$ cat src/rtl/wide_reg_bridge.sv
module wide_reg_bridge #(
  parameter logic [15:0] CTRL_INIT = 16'h4020,
  parameter logic [15:0] EVT_INIT  = 16'h1030,
  parameter logic [15:0] THR_INIT  = 16'h1234,
  parameter logic [15:0] LIM_INIT  = 16'hABCD
) (
  input  logic        clk,
  input  logic        rst,
  input  logic        req,
  input  logic        we,
  input  logic [3:0]  addr,
  input  logic [7:0]  wdata,
  output logic [7:0]  rdata,
  output logic        ack,
  input  logic [15:0] hw_in,
  output logic        sense_acc,
  output logic [15:0] ctrl_val,
  output logic        ctrl_mod,
  output logic [15:0] evt_val,
  output logic        evt_mod,
  output logic [15:0] thr_val,
  output logic        thr_acc,
  output logic        thr_mod,
  output logic [15:0] lim_val,
  output logic        lim_acc,
  output logic        lim_mod
);

  logic       rd, wr, hi, mapped, stage_ld;
  logic [2:0] fld;
  logic [7:0] stage_lo, snap_hi;
  logic [15:0] cur;

  assign rd  = req & ~we & ~rst;
  assign wr  = req &  we & ~rst;
  assign fld = addr[3:1];
  assign hi  = addr[0];
  assign mapped = (fld <= 3'd4);
  assign stage_ld = wr & ~hi & (fld == 3'd1 || fld == 3'd3 || fld == 3'd4);

  assign sense_acc = rd & (addr == 4'h0);
  assign ctrl_mod  = wr & (addr == 4'h3);
  assign evt_mod   = rd & (addr == 4'h4);
  assign thr_mod   = wr & (addr == 4'h7);
  assign thr_acc   = thr_mod;
  assign lim_mod   = wr & (addr == 4'h9);
  assign lim_acc   = lim_mod;

  always_comb begin
    case (fld)
      3'd0:    cur = hw_in;
      3'd1:    cur = ctrl_val;
      3'd2:    cur = evt_val;
      3'd3:    cur = thr_val;
      3'd4:    cur = lim_val;
      default: cur = '0;
    endcase
  end

  always_ff @(posedge clk) begin
    if (rst) begin
      ack      <= 1'b0;
      rdata    <= '0;
      stage_lo <= '0;
      snap_hi  <= '0;
      ctrl_val <= CTRL_INIT;
      evt_val  <= EVT_INIT;
      thr_val  <= THR_INIT;
      lim_val  <= LIM_INIT;
    end else begin
      ack <= req;
      if (req)
        rdata <= (rd && mapped) ? (hi ? snap_hi : cur[7:0]) : 8'h00;
      if (rd && mapped && !hi)
        snap_hi <= cur[15:8];
      if (stage_ld)
        stage_lo <= wdata;
      if (ctrl_mod) ctrl_val <= {wdata, stage_lo};
      if (thr_mod)  thr_val  <= {wdata, stage_lo};
      if (lim_mod)  lim_val  <= {wdata, stage_lo};
      if (evt_mod)  evt_val  <= '0;
    end
  end

endmodule

$ cat config.mk
export PLATFORM = sky130hd
export DESIGN_NAME = wide_reg_bridge
export DESIGN_NICKNAME = d
export VERILOG_FILES = /design/src/rtl/wide_reg_bridge.sv
export SDC_FILE = /design/constraint.sdc
export NUM_CORES = 1
export LEC_CHECK = 0
export ABC_AREA = 1
export BUFFER_PORTS_ARGS = -buffer_cell sky130_fd_sc_hd__buf_4
export CORE_MARGIN = 2
export CORE_UTILIZATION = 30
export CTS_CLUSTER_SIZE = 12
export DETAILED_ROUTE_END_ITERATION = 12
export GPL_TIMING_DRIVEN = 0
export SETUP_SLACK_MARGIN = 0.4
export SLEW_MARGIN = 20
export SYNTH_ARGS = -nofsm -noshare
export SYNTH_HDL_FRONTEND = slang
export SYNTH_SLANG_ARGS = --single-unit
$ cat constraint.sdc
create_clock -name clk -period 2 [get_ports clk]
set_clock_uncertainty 0.05 [all_clocks]
set_input_delay 0.3 -clock clk [delete_from_list [all_inputs] [get_ports clk]]
set_output_delay 0.3 -clock clk [all_outputs]
set_load 0.02 [all_outputs]
==> impl_metrics.tcl <==
set metrics [dict create \
    relSlewSlack_pct 60.1 \
    fin_crit_ps 1590 \
    postRouteAntennaNets 0 \
    r2r_end "rdata[5]" \
    drv_cap 0 \
    io_buffers 97 \
    clock_sinks 74 \
    r2r_start "evt_val[5]" \
    crit_fanout 4 \
    combPwrFrac_pct 11.0 \
    syn_avg_cell_area_um2 6.99 \
    worst_slew_pin_slew_ps 598 \
    cts_tree "built" \
    setup_slack_ps 408 \
    dieHeight_um 112 \
    setup-violations-final 0 \
    place_area_um2 4460 \
    whs_path_depth 2 \
    drtPass1Iterations 5 \
    tns_ps 0 \
    cp.required_ps 1650 \
    grt_max_degree 15 \
    status "complete, no violations" \
    r2r_slack_ps 910 \
    post-route-drc-count 0 \
    clock-root-buffer "clkbuf_16" \
    power_mw 3.44 \
    wl_per_cell_um 15.5 \
    yosysWarnings 0 \
    pwr_density_cell_nw_per_um2 690 \
    syn_to_final_growth_pct 42.6 \
    ys_seq_area_share_pct 42.3 \
    synth.cell_area_um2 3500 \
    ys_ff_latch 74 \
    startpoint_type "input port" \
    p_clk_share_pct 45.3 \
    switchingPower_uw 920 \
    routed_wl_mm 12.2 \
    seq_power_share_pct 43.7 \
    ios 112 \
    p_int_mw 2.52 \
    numCtsBuffers 9 \
    worstPathArrival_ps 1240 \
    path_clk_slew_ps 60 \
    finalHoldViolCount 0 \
    drt_iter0_markers 189 \
    hpwl_mm 9.41 \
    crit_type "input port to output pin" \
    finalCritPeriodShare_pct 79.6 \
    yosysUniqueCellTypes 26 \
    hold_start "rst" \
    initial_core_util_pct 30.6 \
    place.gp.congestion 0.904 \
    max-clock-path-buffers 2 \
    dp_slack_ps 86.0 \
    htreeDepth 3 \
    grt_pass1_wl_mm 18.3 \
    num_rows 39 \
    fp.dieW_um 112 \
    drive_gt1_share_pct 29.9 \
    grt_pass1_vias 3483 \
    slew_viol_final 0 \
    hold_slack_ps 98.4 \
    syn_inst 501 \
    clock_latency_ps 340 \
    viasPerCell 4.70 \
    finalNetCount 672 \
    p_leak_nw 2.32 \
    grt.total_usage_pct 18.9 \
    grt-ovfl-total 0 \
    antenna_found_initial 0 \
    diodes 0 \
    crit_path_end_kind "output pin" \
    fp.dieArea_um2 12500 \
    reg2reg_depth 6 \
    fin_area_um2 4990 \
    ir_drop_uv 411 \
    core_um2 11400 \
    hold_class "input port to register" \
    rsz0062_at_grt "yes" \
    max_freq_mhz 628 \
    p_sw_share_pct 26.7 \
    min_to "ack" \
    vias 3707 \
]
## critical path, cell delays in order
cell and delay [ps]:
buf_4 140, nor2_4 140, nand2_2 90, inv_4 80, nand3_4 90, inv_4 70, buf_6 120, buf_4 110
buf_6 100
## what timing repair did
item                       in CTS  in global routing
hold buffers                    0                  0
resized for setup              17                 10
setup endpoints to repair       7                  5
setup buffers                  12                  7
pin swaps                       3                  3
## power groups by stage
| stage | combinational, mW | sequential, mW | clock, mW |
|---|---|---|---|
| after floorplan | 0.199 | 1.55 | 0 |
| after global placement | 0.352 | 1.54 | 0 |
| after detailed placement | 0.350 | 1.54 | 0 |
| after CTS | 0.369 | 1.50 | 1.59 |
| after global routing | 0.413 | 1.51 | 1.64 |
| final | 0.379 | 1.50 | 1.56 |
## registers in the layout, indices dropped and copies added (netlist names)
| register | flops |
|---|---|
| lim_val | 16 |
| evt_val | 1 |
| snap_hi | 8 |
| ack | 1 |
| thr_val | 16 |
| stage_lo | 8 |
| ctrl_val | 16 |
| rdata | 8 |
## layout make-up
cell class                 instances  area (µm²)
sequential                        74        1480
inverter                          54         229
tap                              143         179
clock buffer                      10         239
fill                            1224        6430
clock inverter                     6        50.0
buffer                            44         297
multi-input combinational        341        1630
timing repair buffer             116         882
## cells in the mapped netlist
cell	n	share of area, %
o21ai_1	2	0.29
nand3_4	1	0.50
inv_2	8	0.86
inv_1	45	4.8
o211ai_4	1	0.61
buf_4	24	5.1
nand3_2	2	0.57
nor3_1	1	0.14
nor4_1	1	0.18
nor2_4	1	0.32
nand2_2	1	0.18
o21ai_0	55	7.9
nand3_1	34	4.9
nor3_4	1	0.46
nor2_2	1	0.18
nor2_1	74	7.9
inv_4	1	0.18
nand4_1	10	1.8
conb_1	1	0.11
dfxtp_1	74	42
a21oi_1	38	5.4
clkbuf_1	6	0.64
o211ai_1	8	1.7
nand3b_4	1	0.57
nand2_1	96	10
buf_2	14	2.0
## stage by stage
| step | instances | utilization (%) |
|---|---|---|
| 3_5_place_dp | 753 | 39.0 |
| 5_1_grt | 788 | 43.7 |
| 6_report | 788 | 43.7 |
| 2_1_floorplan | 513 | - |
| 3_3_place_gp | 753 | 39.0 |
| 4_1_cts | 781 | 42.9 |
## kinds of logic after synthesis
| kind of cell | count (synthesis) | share of synthesized area, % |
|---|---|---|
| and+or+nand+nor | 224 | 28.0 |
| AOI/OAI and AO/OA | 104 | 15.9 |
| DFF | 74 | 42.3 |
| other | 1 | 0.107 |
| buffers and inverters | 98 | 13.7 |
## placed cells by master (no fill, tap or decap), types with 8 or more instances in the layout
cell type,count
nor2_1,73
nand3_1,34
clkbuf_16,9
o211ai_1,8
inv_1,44
nand2_1,94
buf_2,12
o21ai_0,55
a21oi_1,38
buf_4,135
dfxtp_1,74
nand4_1,10
conb_1,13
## layer usage
layer | global-route usage [%] | vias up | part of all wire (%)
met5 | 0 | - | 0
met4 | 6.10 | 0 | 1.9
met3 | 4.74 | 22 | 6.4
met2 | 31.2 | 131 | 48
met1 | 24.4 | 1681 | 44
li1 | - | 1873 | -
## worst max path at each step
stage                      to  depth (start not counted)  slack (ps)     from
floorplan           sense_acc                          4         450      rst
global placement      lim_mod                          9          70  addr[2]
detailed placement    lim_mod                          9          90  addr[2]
CTS                   lim_mod                          9         360  addr[1]
global route          lim_mod                          9         380  addr[2]
finish                lim_mod                          9         410  addr[2]
No activity file was read; power rests on OpenSTA's default activity.
